**config.mk**
```make
export PLATFORM = sky130hd
export DESIGN_NAME = pair_stall_calc
export DESIGN_NICKNAME = d
export VERILOG_FILES = /design/src/rtl/stall_pkg.sv /design/src/rtl/stall_tag_match.sv /design/src/rtl/stall_lat_adjust.sv /design/src/rtl/stall_resolve.sv /design/src/rtl/pair_stall_calc.sv
export SDC_FILE = /design/constraint.sdc
export NUM_CORES = 1
export LEC_CHECK = 0
export BUFFER_PORTS_ARGS = -buffer_cell sky130_fd_sc_hd__buf_2
export CAP_MARGIN = 20
export CORE_MARGIN = 2
export CORE_UTILIZATION = 52
export CTS_CLUSTER_DIAMETER = 50
export DETAILED_ROUTE_END_ITERATION = 12
export PLACE_DENSITY = 0.87
export SLEW_MARGIN = 20
export SYNTH_ARGS = -nofsm -noshare
export SYNTH_HDL_FRONTEND = slang
export SYNTH_HIERARCHICAL = 1
export SYNTH_SLANG_ARGS = --single-unit
```
**constraint.sdc**
```tcl
create_clock -name clk -period 15.2 [get_ports clk]
set_input_delay 3.04 -clock clk [delete_from_list [all_inputs] [get_ports clk]]
set_output_delay 3.04 -clock clk [all_outputs]
set_load 0.05 [all_outputs]
```
**src/rtl/stall_pkg.sv**
```systemverilog
package stall_pkg;

   localparam int CLS_W      = 3;
   localparam int HAZ_W      = 2;
   localparam int OLD_FLAG_W = 2;
   localparam int YNG_FLAG_W = 3;

   // older-instruction flag positions
   localparam int OF_DBL   = 0;
   localparam int OF_FPDST = 1;

   // younger-instruction flag positions
   localparam int YF_DBL    = 0;
   localparam int YF_FSTORE = 1;
   localparam int YF_SHREG  = 2;

   typedef enum logic [CLS_W-1:0] {
      CLS_INT    = 3'd0,
      CLS_MEM    = 3'd1,
      CLS_LOAD   = 3'd2,
      CLS_FDIVSQ = 3'd3,
      CLS_FVTRF  = 3'd4,
      CLS_FINNER = 3'd5,
      CLS_FARITH = 3'd6,
      CLS_FMISC  = 3'd7
   } icls_e;

   typedef enum logic [HAZ_W-1:0] {
      HZ_NONE = 2'd0,
      HZ_RAW  = 2'd1,
      HZ_WAW  = 2'd2,
      HZ_WAR  = 2'd3
   } hazard_e;

   function automatic logic cls_is_fe(input logic [CLS_W-1:0] c);
      return c >= CLS_FDIVSQ;
   endfunction

   function automatic logic cls_is_ls(input logic [CLS_W-1:0] c);
      return (c == CLS_MEM) || (c == CLS_LOAD);
   endfunction

endpackage

```
**src/rtl/stall_tag_match.sv**
```systemverilog
// Compares every valid tag of side A against every valid tag of side B and
// reports, per B slot, whether any A slot hit it.
module stall_tag_match #(
   parameter int NA    = 2,
   parameter int NB    = 3,
   parameter int TAG_W = 5
) (
   input  logic [NA-1:0]       a_vld,
   input  logic [NA*TAG_W-1:0] a_tag,
   input  logic [NB-1:0]       b_vld,
   input  logic [NB*TAG_W-1:0] b_tag,
   output logic [NB-1:0]       b_hit
);

   if (NA < 1 || NB < 1 || TAG_W < 1) begin : g_bad_cfg
      $error("stall_tag_match: NA, NB and TAG_W must all be at least 1");
   end

   for (genvar j = 0; j < NB; j++) begin : g_b
      logic [NA-1:0] row;
      for (genvar i = 0; i < NA; i++) begin : g_a
         assign row[i] = a_vld[i] & b_vld[j] &
                         (a_tag[i*TAG_W +: TAG_W] == b_tag[j*TAG_W +: TAG_W]);
      end
      assign b_hit[j] = |row;
   end

endmodule

```
**src/rtl/stall_lat_adjust.sv**
```systemverilog
// Effective RAW latency of the older instruction after pairing corrections,
// and the longest write-back latency over its valid destinations.
module stall_lat_adjust
   import stall_pkg::*;
#(
   parameter int NDST  = 2,
   parameter int LAT_W = 5
) (
   input  logic [CLS_W-1:0]      old_cls,
   input  logic [LAT_W-1:0]      old_lat,
   input  logic [NDST-1:0]       old_dst_vld,
   input  logic [NDST*LAT_W-1:0] old_dst_wb,
   input  logic                  old_fpdst,
   input  logic [CLS_W-1:0]      yng_cls,
   input  logic                  yng_dbl,
   input  logic                  yng_fstore,
   input  logic                  yng_shreg,
   input  logic                  raw_any,
   input  logic                  raw_cnt_slot,
   output logic [LAT_W:0]        eff_lat,
   output logic [LAT_W-1:0]      wb_max
);

   localparam int SW = LAT_W + 2;

   if (NDST < 1 || LAT_W < 2) begin : g_bad_cfg
      $error("stall_lat_adjust: NDST must be >= 1 and LAT_W >= 2");
   end

   // longest write-back latency over valid destinations
   if (NDST == 1) begin : g_wb_single
      assign wb_max = old_dst_vld[0] ? old_dst_wb[LAT_W-1:0] : '0;
   end else begin : g_wb_chain
      logic [NDST:0][LAT_W-1:0] acc;
      assign acc[0] = '0;
      for (genvar k = 0; k < NDST; k++) begin : g_step
         logic [LAT_W-1:0] wb_k;
         assign wb_k       = old_dst_wb[k*LAT_W +: LAT_W];
         assign acc[k+1]   = (old_dst_vld[k] && (wb_k > acc[k])) ? wb_k : acc[k];
      end
      assign wb_max = acc[NDST];
   end

   // pairing corrections
   logic fs_cut;
   logic sh_add;
   logic dp_raise;
   logic dp_consumer;

   assign fs_cut      = cls_is_fe(old_cls) & yng_fstore & raw_any;
   assign sh_add      = (old_cls == CLS_LOAD) & yng_shreg & raw_cnt_slot;
   assign dp_consumer = yng_dbl | (yng_cls == CLS_FINNER) | (yng_cls == CLS_FVTRF);
   assign dp_raise    = old_fpdst & (old_lat < LAT_W'(2)) & dp_consumer;

   logic signed [SW-1:0] sum;
   logic        [SW-1:0] fixed;

   always_comb begin
      sum   = signed'(SW'(old_lat)) + signed'(SW'(sh_add)) - signed'(SW'(fs_cut));
      fixed = sum[SW-1] ? '0 : unsigned'(sum);
      if (dp_raise && (fixed < SW'(2))) begin
         fixed = SW'(2);
      end
      eff_lat = fixed[LAT_W:0];
   end

endmodule

```
**src/rtl/stall_resolve.sv**
```systemverilog
// Per-hazard stall values, maximum selection, hazard code and output register.
module stall_resolve
   import stall_pkg::*;
#(
   parameter int LAT_W    = 5,
   parameter int WAR_VTRF = 5,
   parameter int WAR_DBL  = 2
) (
   input  logic             clk,
   input  logic             rst_n,
   input  logic             in_valid,
   input  logic             raw_any,
   input  logic [LAT_W:0]   eff_lat,
   input  logic             waw_any,
   input  logic [LAT_W-1:0] wb_max,
   input  logic             war_any,
   input  logic [CLS_W-1:0] old_cls,
   input  logic             old_dbl,
   input  logic [CLS_W-1:0] yng_cls,
   output logic             out_valid,
   output logic [LAT_W:0]   stall_cycles,
   output logic [HAZ_W-1:0] hazard_kind
);

   localparam int CW = LAT_W + 1;

   if (WAR_VTRF < 0 || WAR_DBL < 0 ||
       WAR_VTRF >= (1 << CW) || WAR_DBL >= (1 << CW)) begin : g_bad_cfg
      $error("stall_resolve: WAR stall constants must fit the stall count");
   end

   logic          waw_ok;
   logic [CW-1:0] waw_cut;
   logic [CW-1:0] wb_ext;
   logic [CW-1:0] raw_val;
   logic [CW-1:0] waw_val;
   logic [CW-1:0] war_val;
   logic [CW-1:0] best;
   hazard_e       kind_d;

   assign waw_ok  = waw_any & cls_is_fe(old_cls) & cls_is_ls(yng_cls);
   assign waw_cut = (old_cls == CLS_FDIVSQ) ? CW'(1) : CW'(2);
   assign wb_ext  = {1'b0, wb_max};

   always_comb begin
      raw_val = raw_any ? eff_lat : '0;

      waw_val = '0;
      if (waw_ok && (wb_ext > waw_cut)) begin
         waw_val = wb_ext - waw_cut;
      end

      war_val = '0;
      if (war_any) begin
         if (old_cls == CLS_FVTRF) begin
            war_val = CW'(WAR_VTRF);
         end else if ((old_cls == CLS_FARITH) && old_dbl) begin
            war_val = CW'(WAR_DBL);
         end
      end

      best   = raw_val;
      kind_d = HZ_RAW;
      if (waw_val > best) begin
         best   = waw_val;
         kind_d = HZ_WAW;
      end
      if (war_val > best) begin
         best   = war_val;
         kind_d = HZ_WAR;
      end
      if (best == '0) begin
         kind_d = HZ_NONE;
      end
   end

   always_ff @(posedge clk) begin
      if (!rst_n) begin
         out_valid    <= 1'b0;
         stall_cycles <= '0;
         hazard_kind  <= HZ_NONE;
      end else if (in_valid) begin
         out_valid    <= 1'b1;
         stall_cycles <= best;
         hazard_kind  <= kind_d;
      end else begin
         out_valid    <= 1'b0;
         stall_cycles <= '0;
         hazard_kind  <= HZ_NONE;
      end
   end

endmodule

```
**src/rtl/pair_stall_calc.sv**
```systemverilog
module pair_stall_calc
   import stall_pkg::*;
#(
   parameter int NSRC     = 3,
   parameter int NDST     = 2,
   parameter int TAG_W    = 5,
   parameter int LAT_W    = 5,
   parameter int WAR_VTRF = 5,
   parameter int WAR_DBL  = 2
) (
   input  logic                  clk,
   input  logic                  rst_n,
   input  logic                  in_valid,
   input  logic [CLS_W-1:0]      old_cls,
   input  logic [LAT_W-1:0]      old_lat,
   input  logic [NDST-1:0]       old_dst_vld,
   input  logic [NDST*TAG_W-1:0] old_dst_tag,
   input  logic [NDST*LAT_W-1:0] old_dst_wb,
   input  logic [NSRC-1:0]       old_src_vld,
   input  logic [NSRC*TAG_W-1:0] old_src_tag,
   input  logic [OLD_FLAG_W-1:0] old_flags,
   input  logic [CLS_W-1:0]      yng_cls,
   input  logic [NDST-1:0]       yng_dst_vld,
   input  logic [NDST*TAG_W-1:0] yng_dst_tag,
   input  logic [NSRC-1:0]       yng_src_vld,
   input  logic [NSRC*TAG_W-1:0] yng_src_tag,
   input  logic [YNG_FLAG_W-1:0] yng_flags,
   output logic                  out_valid,
   output logic [LAT_W:0]        stall_cycles,
   output logic [HAZ_W-1:0]      hazard_kind
);

   if (NSRC < 1 || NDST < 1) begin : g_bad_cfg
      $error("pair_stall_calc: at least one source and one destination slot needed");
   end

   logic [NSRC-1:0] raw_hit;
   logic [NDST-1:0] waw_hit;
   logic [NSRC-1:0] war_hit;
   logic [LAT_W:0]  eff_lat;
   logic [LAT_W-1:0] wb_max;

   // older writes, younger reads
   stall_tag_match #(.NA(NDST), .NB(NSRC), .TAG_W(TAG_W)) u_raw (
      .a_vld (old_dst_vld), .a_tag (old_dst_tag),
      .b_vld (yng_src_vld), .b_tag (yng_src_tag),
      .b_hit (raw_hit)
   );

   // both write
   stall_tag_match #(.NA(NDST), .NB(NDST), .TAG_W(TAG_W)) u_waw (
      .a_vld (old_dst_vld), .a_tag (old_dst_tag),
      .b_vld (yng_dst_vld), .b_tag (yng_dst_tag),
      .b_hit (waw_hit)
   );

   // younger writes, older reads
   stall_tag_match #(.NA(NDST), .NB(NSRC), .TAG_W(TAG_W)) u_war (
      .a_vld (yng_dst_vld), .a_tag (yng_dst_tag),
      .b_vld (old_src_vld), .b_tag (old_src_tag),
      .b_hit (war_hit)
   );

   stall_lat_adjust #(.NDST(NDST), .LAT_W(LAT_W)) u_adj (
      .old_cls      (old_cls),
      .old_lat      (old_lat),
      .old_dst_vld  (old_dst_vld),
      .old_dst_wb   (old_dst_wb),
      .old_fpdst    (old_flags[OF_FPDST]),
      .yng_cls      (yng_cls),
      .yng_dbl      (yng_flags[YF_DBL]),
      .yng_fstore   (yng_flags[YF_FSTORE]),
      .yng_shreg    (yng_flags[YF_SHREG]),
      .raw_any      (|raw_hit),
      .raw_cnt_slot (raw_hit[0]),
      .eff_lat      (eff_lat),
      .wb_max       (wb_max)
   );

   stall_resolve #(.LAT_W(LAT_W), .WAR_VTRF(WAR_VTRF), .WAR_DBL(WAR_DBL)) u_res (
      .clk          (clk),
      .rst_n        (rst_n),
      .in_valid     (in_valid),
      .raw_any      (|raw_hit),
      .eff_lat      (eff_lat),
      .waw_any      (|waw_hit),
      .wb_max       (wb_max),
      .war_any      (|war_hit),
      .old_cls      (old_cls),
      .old_dbl      (old_flags[OF_DBL]),
      .yng_cls      (yng_cls),
      .out_valid    (out_valid),
      .stall_cycles (stall_cycles),
      .hazard_kind  (hazard_kind)
   );

endmodule

```
After elaboration in Yosys (flattened, before gate mapping)

Cells that the tools add are included.

Input port bits: 89
Logic and storage cells: 110
Flip-flop bits (word level): 9

Muxes and demuxes: 15
Add/subtract/negate cells: 3
Reductions and logical operators: 13
Bitwise operators: 44
Equality and inequality tests: 24
Order comparisons: 8

Operators with widths:

| operator                                                               | count |
|---|---|
| 5-bit == test                                                          | 16 |
| 6-bit 2-to-1 mux                                                       | 8 |
| 1-bit AND                                                              | 40 |
| 3-bit == test (second input constant)                                  | 4 |
| 6-bit > comparator                                                     | 2 |
| 6-bit OR reduction                                                     | 2 |
| 5-bit 2-to-1 mux                                                       | 2 |
| 3-bit by 2-bit == test with 1-bit output (second input constant)       | 3 |
| 2-bit 2-to-1 mux                                                       | 4 |
| 7-bit by 2-bit < comparator with 1-bit output (second input constant)  | 1 |
| 7-bit by 2-bit subtractor with 7-bit output                            | 1 |
| 5-bit by 1-bit adder with 6-bit output                                 | 1 |
| 5-bit by 6-bit > comparator with 1-bit output                          | 1 |
| 6-bit zero test                                                        | 1 |
| 5-bit by 6-bit subtractor with 6-bit output                            | 1 |
| 5-bit by 1-bit > comparator with 1-bit output (second input constant)  | 1 |
| 5-bit > comparator                                                     | 1 |
| 1-bit logical AND                                                      | 5 |
| 5-bit by 2-bit < comparator with 1-bit output (second input constant)  | 1 |
| 4-bit OR reduction                                                     | 1 |
| 3-bit by 1-bit == test with 1-bit output (second input constant)       | 1 |
| 3-bit by 2-bit >= comparator with 1-bit output (second input constant) | 1 |
| 3-bit OR reduction                                                     | 1 |
| 1-bit NOT                                                              | 2 |
| 5 further kinds                                                        | 6 |

Longest topological paths before layout

Gate-level depths: netlist (run 1).

Depth after elaboration: 17
Gate-level depth with buffers: 32
Gate-level depth less buffers: 30

Cells and area by module

Netlist (run 1), hierarchy kept.

By module, submodules not included:

| module                       | instances | cells an instance | area an instance (sq um) |
|---|---|---|---|
| stall_resolve                | 1         | 126               | 984.7 |
| stall_tag_match at u_raw ... | 2         | 45                | 349.1 |
| stall_lat_adjust             | 1         | 87                | 645.6 |
| stall_tag_match at u_waw     | 1         | 30                | 232.7 |
| pair_stall_calc              | 1         | 3                 | 18.8 |

Worst setup path after synthesis (run 1)

No wires, ideal clock.

Path type: input -> register
From: in old_dst_vld[0]
To: reg u_res.hazard_kind[0]
Stages on the path: 28
Library setup time: 126 ps
Path slack: 6781 ps
Arrival: 8293 ps
Data required time: 15074 ps
Path through: nand2_1 ha_1 nor2b_1 o21a_1 o21ai_0 a21oi_2 mux2_2 inv_1 ha_1 inv_1 fa_1 a2111oi_1 or2_4 nor4b_4 ha_1 nand4_1 or2_2 o31ai_1 buf_2 mux2i_4 ha_1 nand3_1 o21ai_0 or2_0 clkbuf_2 o211a_1 o31ai_1 a21oi_1

Elaborated cells on any way between the ends: 41

RTL lines:

| element                                       | line                   | text |
|---|---|---|
| from (decl)                                   | pair_stall_calc.sv:16  | `input logic [NDST-1:0] old_dst_vld,` |
| 1-bit logical AND *                           | stall_lat_adjust.sv:39 | `assign acc[k+1] = (old_dst_vld[k] && (wb_k > acc[k])) ? wb_k : acc[k];` |
| 5-bit 2-to-1 mux *                            | stall_lat_adjust.sv:39 |  |
| 5-bit > comparator                            | stall_lat_adjust.sv:39 |  |
| 1-bit logical AND                             | stall_lat_adjust.sv:39 |  |
| 5-bit 2-to-1 mux *                            | stall_lat_adjust.sv:39 |  |
| named net wb_max[0]                           | pair_stall_calc.sv:41  | `logic [LAT_W-1:0] wb_max;` |
| 5-bit by 6-bit > comparator with 1-bit output | stall_resolve.sv:49    | `if (waw_ok && (wb_ext > waw_cut)) begin` |
| 1-bit logical AND                             | stall_resolve.sv:49    |  |
| 6-bit 2-to-1 mux *                            | stall_resolve.sv:49    |  |
| 6-bit > comparator                            | stall_resolve.sv:64    | `if (waw_val > best) begin` |
| 6-bit 2-to-1 mux                              | stall_resolve.sv:64    |  |
| 6-bit > comparator                            | stall_resolve.sv:68    | `if (war_val > best) begin` |
| 6-bit 2-to-1 mux                              | stall_resolve.sv:68    |  |
| 6-bit zero test                               | stall_resolve.sv:72    | `if (best == '0) begin` |
| 3-bit OR reduction (no line)                  | n/a                    |  |
| to (signal assigned)                          | stall_resolve.sv:85    | `hazard_kind <= kind_d;` |
| to (decl)                                     | stall_resolve.sv:22    | `output logic [HAZ_W-1:0] hazard_kind` |

The timed path passes the listed nets; every way through them passes the cells marked *.
A chain may end at the register's enable or synchronous reset.

Final worst setup path (run 1)

From: in old_dst_tag[9]
To: reg u_res.hazard_kind[0]

Longest elaborated chain between the ends: 17
Elaborated cells on any way between the ends: 34

Ends and longest elaborated chain:

| element                                       | line                   | text |
|---|---|---|
| from (decl)                                   | pair_stall_calc.sv:17  | `input logic [NDST*TAG_W-1:0] old_dst_tag,` |
| 5-bit == test                                 | stall_tag_match.sv:23  | `(a_tag[i*TAG_W +: TAG_W] == b_tag[j*TAG_W +: TAG_W]);` |
| 1-bit AND                                     | stall_tag_match.sv:22  | `assign row[i] = a_vld[i] & b_vld[j] &` |
| 2-bit OR reduction                            | stall_tag_match.sv:25  | `assign b_hit[j] = \|row;` |
| 1-bit AND                                     | stall_lat_adjust.sv:51 | `assign sh_add = (old_cls == CLS_LOAD) & yng_shreg & raw_cnt_slot;` |
| 5-bit by 1-bit adder with 6-bit output        | stall_lat_adjust.sv:59 | `sum = signed'(SW'(old_lat)) + signed'(SW'(sh_add)) - signed'(SW'(fs_cut));` |
| 7-bit by 2-bit subtractor with 7-bit output * | stall_lat_adjust.sv:59 |  |
| 6-bit 2-to-1 mux *                            | stall_lat_adjust.sv:60 | `fixed = sum[SW-1] ? '0 : unsigned'(sum);` |
| 7-bit by 2-bit < comparator with 1-bit output | stall_lat_adjust.sv:61 | `if (dp_raise && (fixed < SW'(2))) begin` |
| [2 not listed]                                | n/a                    |  |
| named net eff_lat[1]                          | pair_stall_calc.sv:40  | `logic [LAT_W:0] eff_lat;` |
| 6-bit 2-to-1 mux *                            | stall_resolve.sv:46    | `raw_val = raw_any ? eff_lat : '0;` |
| 6-bit > comparator                            | stall_resolve.sv:64    |  |
| 6-bit 2-to-1 mux                              | stall_resolve.sv:64    |  |
| 6-bit > comparator                            | stall_resolve.sv:68    |  |
| 6-bit 2-to-1 mux                              | stall_resolve.sv:68    |  |
| 6-bit zero test                               | stall_resolve.sv:72    |  |
| 3-bit OR reduction (no line)                  | n/a                    |  |

Marked as above.

==> impl_metrics.ini, run 1 <==
[global_route]
grt_max_degree = 14
grt_pass1_wl_mm = 11.79
gr-total-overflow = 0
grt_usage = 0.2641
antenna_found_initial = 0
grt_pass1_vias = 2774

[synthesis]
syn-num-nets = 452
ys_ff_latch = 9
synth_area_per_cell_um2 = 7.678
yosys.area.top_type = xnor2_1
synth_area_leaders = xnor2_1, ha_1, dfxtp_1
yosysWarnings = 6
synth_cell_type_count = 59
synth_top_area_frac = 0.2750
syn-cell-area_um2 = 2580
yosysSeqAreaShare = 0.06984
synth_cells = 336
ys.flop_type = dfxtp_1
ys_async_sr_fraction = 0
synth_edf_count = 0

[floorplan]
fp.dieW_um = 74.44
dieArea_um2 = 5541
io_pins = 98
num_rows = 25
start_util = 0.5426
core-area_um2 = 4755
die_h_um = 74.44

[placement]
dp.cells = 496
routabilityCongestion = 0.9282
io_buffer_count = 97
dp_hpwl_mm = 6.135
post-place-ws_ps = 6066

[run_status]
run_status = complete, no violations

[sta]
period_share = 0.5947
max_freq_ghz = 0.1106
worst_slew_pin_slew_ps = 711.9
hold_viol = 0
setup_tns_ps = 0
finalMaxSlewViolations = 0
maxSlewHeadroom = 0.5118
setup_viol = 0
final.min_clock_period_ps = 9039
fin_ws_ps = 6161
rsz0062_at_grt = no

[routing]
drt-initial-drc-count = 146
via_per_inst = 5.778
vias = 2889
ant_nets = 0
wl_per_cell_um = 14.36
dr.pass1.iters = 6
post-route-drc-count = 0
routed_wl_mm = 7.178

[pwr]
peakVddDrop_mv = 0.03261
p_total_w = 0.0001508
cellPowerDensity_nw_per_um2 = 47.41
p_leak_nw = 1.377

[layout]
final_common_cell = buf_2
final_cell_mix = buf_2, xnor2_1, ha_1, nand3_1, inv_1
synthToLayoutAreaGrowth_pct = 23.28
drive_gt1_frac = 0.2748
antenna_cells = 0
final_core_util = 0.6689
instances_no_fill = 500
finalNetCount = 550

[clock_network]
ctsResizeCount = 0
ctsHoldBuffers = 0
clk_path_buf_depth = 2
post_cts_buffers = 0
clock_sinks = 9
cts_root_buf = clkbuf_8
path_clk_slew_ps = 40
numCtsBuffers = 3
tritoncts = built
htreeDepth = 1

[hold_path]
holdPathStages = 3
hold_end = u_res/out_valid
holdCritStartpoint = in_valid
hold_path_class = in2reg

[worst_setup_path]
required_ps = 15360
cp_slowest_stage_delay_ps = 560
end_kind = register
crit_path_top_delay_cell = or3_1
crit_arrival_ps = 9190
criticalPathCategory = in2reg
crit_fanout = 13
start_kind = input port

[run]
drv_cap = 0
[Yosys cell counts (2+ instances only)]
library cell  count
o311ai_0          2
xor2_1            3
o31ai_1           5
mux2i_1           5
nor2_1           20
nand3_1          23
fa_1              2
nand2_1          20
nor3_1            2
or3_1             2
a21o_1            2
clkbuf_1          3
nor2b_1           3
dfxtp_1           9
nor4_1            2
a211oi_2          3
ha_1             25
o21a_1            2
inv_1            22
nand4_1          20
or2_2             2
o21ai_0           5
o22ai_1           9
o31a_1            3
and2_1            2
a211oi_1          4
xnor2_1          81
a21oi_1          16
nand2b_1          7
nor3b_1           3
[stage by stage]
| stage | hold WS (ps) | instance area, um^2 |
|---|---|---|
| 3_3_place_gp | 3438 | 3136 |
| 2_1_floorplan | 3294 | 2580 |
| 5_1_grt | 3277 | 3181 |
| 4_1_cts | 3235 | 3181 |
| 3_5_place_dp | 3446 | 3136 |
| 6_report | 3249 | 3181 |
[power by group]
part           switching (W)   total, W  internal (W)
logic              0.0000554  0.0000990     0.0000436
registers        0.000000184  0.0000249     0.0000248
clock network     0.00000863  0.0000268     0.0000182
total              0.0000642   0.000151     0.0000865
[worst max-delay path, delay by kind of cell]
family,cells,cell delay [ps]
AOI/OAI and AO/OA,11,2450
muxes,1,130
and+or+nand+nor,10,1720
adders and majority gates,5,1510
xor gates and xnor gates,1,150
buffers and inverters,2,190
[logic make-up (layout without fill, tap and decap cells)]
kind of cell | Yosys count | in the layout | synth area share
mux | 7 | 7 | 0.03249
buf+inv | 28 | 125 | 0.04170
fa+ha+maj | 27 | 27 | 0.1368
compound gates | 64 | 64 | 0.1804
flops | 9 | 9 | 0.06983
xor+xnor | 84 | 84 | 0.2852
simple gates | 117 | 117 | 0.2536
[worst max path at each step]
stage / start / end
2_1_floorplan: old_dst_vld[0] / u_res/hazard_kind[0]
3_3_place_gp: old_dst_vld[0] / u_res/hazard_kind[0]
3_5_place_dp: old_dst_tag[7] / u_res/hazard_kind[0]
4_1_cts: old_dst_tag[7] / u_res/hazard_kind[0]
5_1_grt: old_dst_tag[7] / u_res/hazard_kind[0]
6_report: old_dst_tag[9] / u_res/hazard_kind[0]
[routing by layer]
metal	share of wire	GRT usage	vias to the layer above
met5	0	0	-
met2	0.50	0.4926	137
met3	0.062	0.02710	18
met4	0.020	0.07540	0
li1	-	-	1403
met1	0.42	0.3177	1331
[area by class of cell]
class | count | area [um^2]
clock buffer | 4 | 45.04
fill | 437 | 1574
inverter | 23 | 86.33
multi-input combinational | 299 | 2292
sequential | 9 | 180.2
tap | 67 | 83.83
timing repair buffer | 98 | 493.0
[flip-flops by register name (all words and copies together) (netlist names)]
signal,count
u_res/stall_cycles,6
u_res/out_valid,1
u_res/hazard_kind,2
(Power assumes the default switching activity.)
==> run 2: changes to the inputs <==
--- a/config.mk
+++ b/config.mk
@@ -5,13 +5,14 @@
 export SDC_FILE = /design/constraint.sdc
 export NUM_CORES = 1
 export LEC_CHECK = 0
+export ABC_AREA = 1
 export BUFFER_PORTS_ARGS = -buffer_cell sky130_fd_sc_hd__buf_2
 export CAP_MARGIN = 20
 export CORE_MARGIN = 2
 export CORE_UTILIZATION = 52
 export CTS_CLUSTER_DIAMETER = 50
 export DETAILED_ROUTE_END_ITERATION = 12
-export PLACE_DENSITY = 0.87
+export PLACE_DENSITY = 0.83
 export SLEW_MARGIN = 20
 export SYNTH_ARGS = -nofsm -noshare
 export SYNTH_HDL_FRONTEND = slang
==> constraint.sdc (replaced) <==
create_clock -name clk -period 9.3 [get_ports clk]
set_input_delay 1.86 -clock clk [delete_from_list [all_inputs] [get_ports clk]]
set_output_delay 1.86 -clock clk [all_outputs]
set_load 0.05 [all_outputs]
==> impl_metrics.ini, run 2 <==
[pwr]
p_leak_nw = 2.761
p_int_w = 0.0001519
switchingPower_w = 0.0001636
cellPowerDensity_nw_per_um2 = 80.11
pwr-share-clk = 0.137
p_sw_frac = 0.5185
peakVddDrop_mv = 0.1392
comb_power_share = 0.724
seq_power_share = 0.139

[synthesis]
synth_top_area_frac = 0.3740
netlist_top_cells_count = nand2_1, inv_1, nor2_1
yosysWarnings = 6
synth_cells = 704
yosysSeqAreaShare = 0.05424
synth_cell_type_count = 29
synth_area_leaders = nand2_1, inv_1, nor2_1
syn-num-nets = 820
ys.flop_type = dfxtp_1
yosys.area.top_type = nand2_1
syn-cell-area_um2 = 3322
synth.most_common_cell = nand2_1
synth_edf_count = 0
synth_area_per_cell_um2 = 4.719
ys_ff_latch = 9
ys_async_sr_fraction = 0

[clock_network]
post_cts_buffers = 0
path_clk_slew_ps = 40
cts_root_buf = clkbuf_8
clk_path_buf_depth = 2
htreeDepth = 1
ctsResizeCount = 0
numCtsBuffers = 3
tritoncts = built
clock_sinks = 9
ctsHoldBuffers = 0

[worst_setup_path]
required_ps = 9420
end_kind = register
criticalPathCategory = in2reg
start_kind = input port
cp_slowest_stage_delay_ps = 410
crit_path_top_delay_cell = fa_1
crit_fanout = 11
crit_top_cell = nand2_1
crit_arrival_ps = 6920

[routing]
drt-initial-drc-count = 191
post-route-drc-count = 0
routed_wl_mm = 9.057
dr.pass1.iters = 5
ant_nets = 0
wl_per_cell_um = 10.28
via_per_inst = 4.910
vias = 4326

[floorplan]
dieArea_um2 = 7043
start_util = 0.5292
io_pins = 98
num_rows = 29
fp.dieW_um = 83.93
die_h_um = 83.93
core-area_um2 = 6277

[sta]
finalMaxSlewViolations = 0
setup_viol = 0
setup_tns_ps = 0
period_share = 0.7308
worst_slew_pin_slew_ps = 317.8
maxSlewHeadroom = 0.7877
final.min_clock_period_ps = 6796
hold_viol = 0
max_freq_ghz = 0.1471
rsz0062_at_grt = no
hold_ws_ps = 1997

[layout]
finalNetCount = 921
largest_register_ffs = 6
drive_gt1_frac = 0.1853
antenna_cells = 0
reg.largest.list = u_res/stall_cycles x6, u_res/hazard_kind x2, u_res/out_valid x1
fill_cells = 642
synthToLayoutAreaGrowth_pct = 18.53
final_core_util = 0.6273
final_common_cell = nand2_1
final_cell_mix = nand2_1, inv_1, buf_2, nor2_1, nand3_1
largest-register = u_res/stall_cycles

[global_route]
grt_pass1_wl_mm = 15.80
gr-total-overflow = 0
grt_pass1_vias = 3953
grt_max_degree = 12
grt_usage = 0.2595
antenna_found_initial = 0

[hold_path]
holdCritStartpoint = in_valid
hold_end = u_res/out_valid
hold_path_class = in2reg
holdPathStages = 3

[placement]
routabilityCongestion = 0.9337
io_buffer_count = 97
dp_hpwl_mm = 7.907

[run_status]
run_status = complete, no violations

[run]
drv_cap = 0
-- run 2: cell types whose count changed after synthesis, sizes merged, moves of 9 or more --
cell and delta:
xnor2 -79, inv +118, o22ai -9, nand2 +321, nand3 +27, nand4 -17
nor2 +82
-- run 2: final cells by class --
type                    instances  area [um^2]  share of cell area
inverters                     141        529.3              0.1344
well taps                      77        96.34             0.02447
flip-flops and latches          9        180.2             0.04576
repair buffers                 97        485.5              0.1233
multi-input cells             553         2601              0.6606
clock buffers                   4        45.04             0.01144
-- run 2: layer usage --
layer	track usage	vias up	routed length, um
met5	0	-	0
met4	0.08944	0	267
met3	0.01484	25	537
met2	0.4742	161	4218
met1	0.3203	1850	4034
li1	-	2290	-
-- run 2: cell families after synthesis --
| family | count (synthesis) | synth area share |
|---|---|---|
| AO/OA/AOI/OAI | 23 | 0.04519 |
| XOR/XNOR | 2 | 0.005274 |
| adder cells (fa/ha/maj) | 27 | 0.1062 |
| buffers and inverters | 142 | 0.1627 |
| flip-flops | 9 | 0.05424 |
| AND/OR/NAND/NOR | 501 | 0.6264 |
-- run 2: power by group through the flow --
| stage | Combinational [W] | Sequential [W] | Clock [W] |
|---|---|---|---|
| 2_1_floorplan | 0.000148 | 0.0000600 | 0 |
| 3_3_place_gp | 0.000218 | 0.0000445 | 0 |
| 3_5_place_dp | 0.000225 | 0.0000446 | 0 |
| 4_1_cts | 0.000226 | 0.0000440 | 0.0000445 |
| 5_1_grt | 0.000260 | 0.0000442 | 0.0000460 |
| 6_report | 0.000228 | 0.0000439 | 0.0000432 |
-- run 2: worst max-delay path, delay by kind of cell --
kind / cells / cell delay, ps
buffers and inverters: 6 / 520
AO/OA/AOI/OAI: 5 / 750
AND/OR/NAND/NOR: 25 / 2320
adder cells (fa/ha/maj): 5 / 1450
-- run 2: how the worst max path moves through the flow --
stage / cells after the start / end / from / slack [ps]
floorplan: 44 / u_res/hazard_kind[0] / old_dst_tag[5] / 2970
global placement: 45 / u_res/hazard_kind[0] / old_dst_tag[5] / 2560
detailed placement: 41 / u_res/hazard_kind[1] / old_dst_wb[0] / 2340
CTS: 41 / u_res/hazard_kind[1] / old_dst_wb[0] / 2560
global route: 47 / u_res/hazard_kind[1] / old_dst_tag[4] / 1860
finish: 41 / u_res/hazard_kind[0] / old_dst_wb[0] / 2500
-- run 2: stage by stage --
step	power, W	instances	area, um^2	setup slack, ps
after CTS	0.0003148	881	3938	2561
after detailed placement	0.0002693	877	3892	2342
after global placement	0.0002629	877	3892	2560
final	0.0003154	881	3938	2504
after global routing	0.0003504	881	3938	1861
after floorplan	0.0002076	704	3322	2973
==> run 3: changes to the inputs <==
--- a/config.mk
+++ b/config.mk
@@ -9,10 +9,10 @@
 export BUFFER_PORTS_ARGS = -buffer_cell sky130_fd_sc_hd__buf_2
 export CAP_MARGIN = 20
 export CORE_MARGIN = 2
-export CORE_UTILIZATION = 52
+export CORE_UTILIZATION = 49
 export CTS_CLUSTER_DIAMETER = 50
 export DETAILED_ROUTE_END_ITERATION = 12
-export PLACE_DENSITY = 0.83
+export PLACE_DENSITY = 0.82
 export SLEW_MARGIN = 20
 export SYNTH_ARGS = -nofsm -noshare
 export SYNTH_HDL_FRONTEND = slang
==> constraint.sdc (replaced) <==
create_clock -name clk -period 5.65 [get_ports clk]
set_input_delay 1.13 -clock clk [delete_from_list [all_inputs] [get_ports clk]]
set_output_delay 1.13 -clock clk [all_outputs]
set_load 0.05 [all_outputs]
==> impl_metrics.ini, run 3 (same netlist as run 2, synthesis figures left out) <==
[placement]
post-place-ws_ps = -381.1
io_buffer_count = 97
routabilityCongestion = 0.9196
dp_hpwl_mm = 8.403

[hold_path]
hold_path_class = in2reg
holdCritStartpoint = in_valid

[layout]
synthToLayoutAreaGrowth_pct = 39.28
antenna_cells = 0
reg.largest.list = u_res/stall_cycles x6, u_res/hazard_kind x2, u_res/out_valid x1
drive_gt1_frac = 0.2960
largest_register_ffs = 6
final_cell_mix = nand2_1, inv_1, buf_2, nor2_1, buf_4
finalNetCount = 965
final_common_cell = nand2_1
largest-register = u_res/stall_cycles

[routing]
wl_per_cell_um = 11.74
via_per_inst = 5.015
vias = 4654
dr.pass1.iters = 5
routed_wl_mm = 10.90
drt-initial-drc-count = 286
ant_nets = 0
post-route-drc-count = 0

[global_route]
grt_pass1_vias = 4143
grt_use_met1 = 0.3015
use_met3 = 0.02095
grt_busiest_layer = met2
grt_usage = 0.2608
gr-total-overflow = 0
grt_max_degree = 9
grt_pass1_wl_mm = 16.53
antenna_found_initial = 0
use_met2 = 0.5007

[sta]
max_freq_ghz = 0.1717
rsz0062_at_grt = yes
hold_viol = 0
maxSlewHeadroom = 0.7743
hold_ws_ps = 1264
worst_slew_pin_slew_ps = 337.2
final.min_clock_period_ps = 5825
finalMaxSlewViolations = 0
period_share = 1.031
setup_viol = 5
fin_ws_ps = -174.9

[worst_setup_path]
end_kind = register
start_kind = input port
crit_arrival_ps = 5960
crit_fanout = 6
crit_top_cell = nand2_1
startpoint = old_dst_tag[3]
cp_slowest_stage_delay_ps = 390
criticalPathCategory = in2reg
required_ps = 5780
crit_path_top_delay_cell = fa_2

[pwr]
p_total_w = 0.0006326
peakVddDrop_mv = 0.05761
cellPowerDensity_nw_per_um2 = 136.7
p_leak_nw = 3.007

[clock_network]
cts_root_buf = clkbuf_8
clock_sinks = 9
path_clk_slew_ps = 40
clk_path_buf_depth = 2
htreeDepth = 1
ctsHoldBuffers = 0
tritoncts = built
numCtsBuffers = 3

[floorplan]
die_h_um = 86.34
io_pins = 98
num_rows = 30
start_util = 0.4972
fp.dieW_um = 86.34
core-area_um2 = 6681
dieArea_um2 = 7454

[run_status]
violations = negative setup slack
run_status = complete, but fails checks

[run]
drv_cap = 0
-- run 3: cell count changes in the layout (fill, tap and decap cells not counted), sizes merged --
| cell | delta |
|---|---|
| buf | +44 |
-- run 3: final cells by class --
cell class                      instances  area [um^2]
Multi-Input combinational cell        553         2900
Fill cell                             601         2054
Timing Repair Buffer                  141        864.6
Inverter                              141        536.8
Sequential cell                         9        180.2
Tap cell                               80        100.1
Clock buffer                            4        45.04
-- run 3: worst paths after layout --
check / endpoint / depth (start not counted)
max: u_res/hazard_kind[1] / 47
min: u_res/stall_cycles[0] / 3
-- run 3: layer usage --
layer	vias to the layer above	wire length, um
li1	2377	-
met1	2040	4402
met2	204	5450
met5	-	0
met4	0	317
met3	33	726
-- run 3: critical path: cells and delay by family --
family | cells | cell delay, ps
simple gates | 30 | 2450
fa+ha+maj | 5 | 1310
buf+inv | 8 | 590
compound gates | 4 | 460
-- run 3: power breakdown --
part / switching (W) / internal [W] / leakage [nW]
clock: 0.0000251 / 0.0000491 / 0.0228
combinational: 0.000296 / 0.000190 / 2.91
sequential: 0.00000131 / 0.0000708 / 0.0732
total: 0.000323 / 0.000310 / 3.01
-- run 3: timing repair --
| item | CTS | global route |
|---|---|---|
| pin swaps | 5 | 53 |
| endpoints found under the hold margin | 0 | 0 |
| gates resized for setup | 7 | 88 |
| setup endpoints to repair | 5 | 5 |
| setup buffers | 0 | 12 |
-- run 3: metrics by stage --
stage,TNS [ps],cells,utilization,cell area (um^2)
after floorplan,0,704,-,3322
after global placement,-191.9,912,0.6191,4136
after detailed placement,-1527,912,0.6191,4136
after CTS,0,916,0.6296,4207
after global routing,-1846,928,0.6925,4627
final,-510.6,928,0.6925,4627
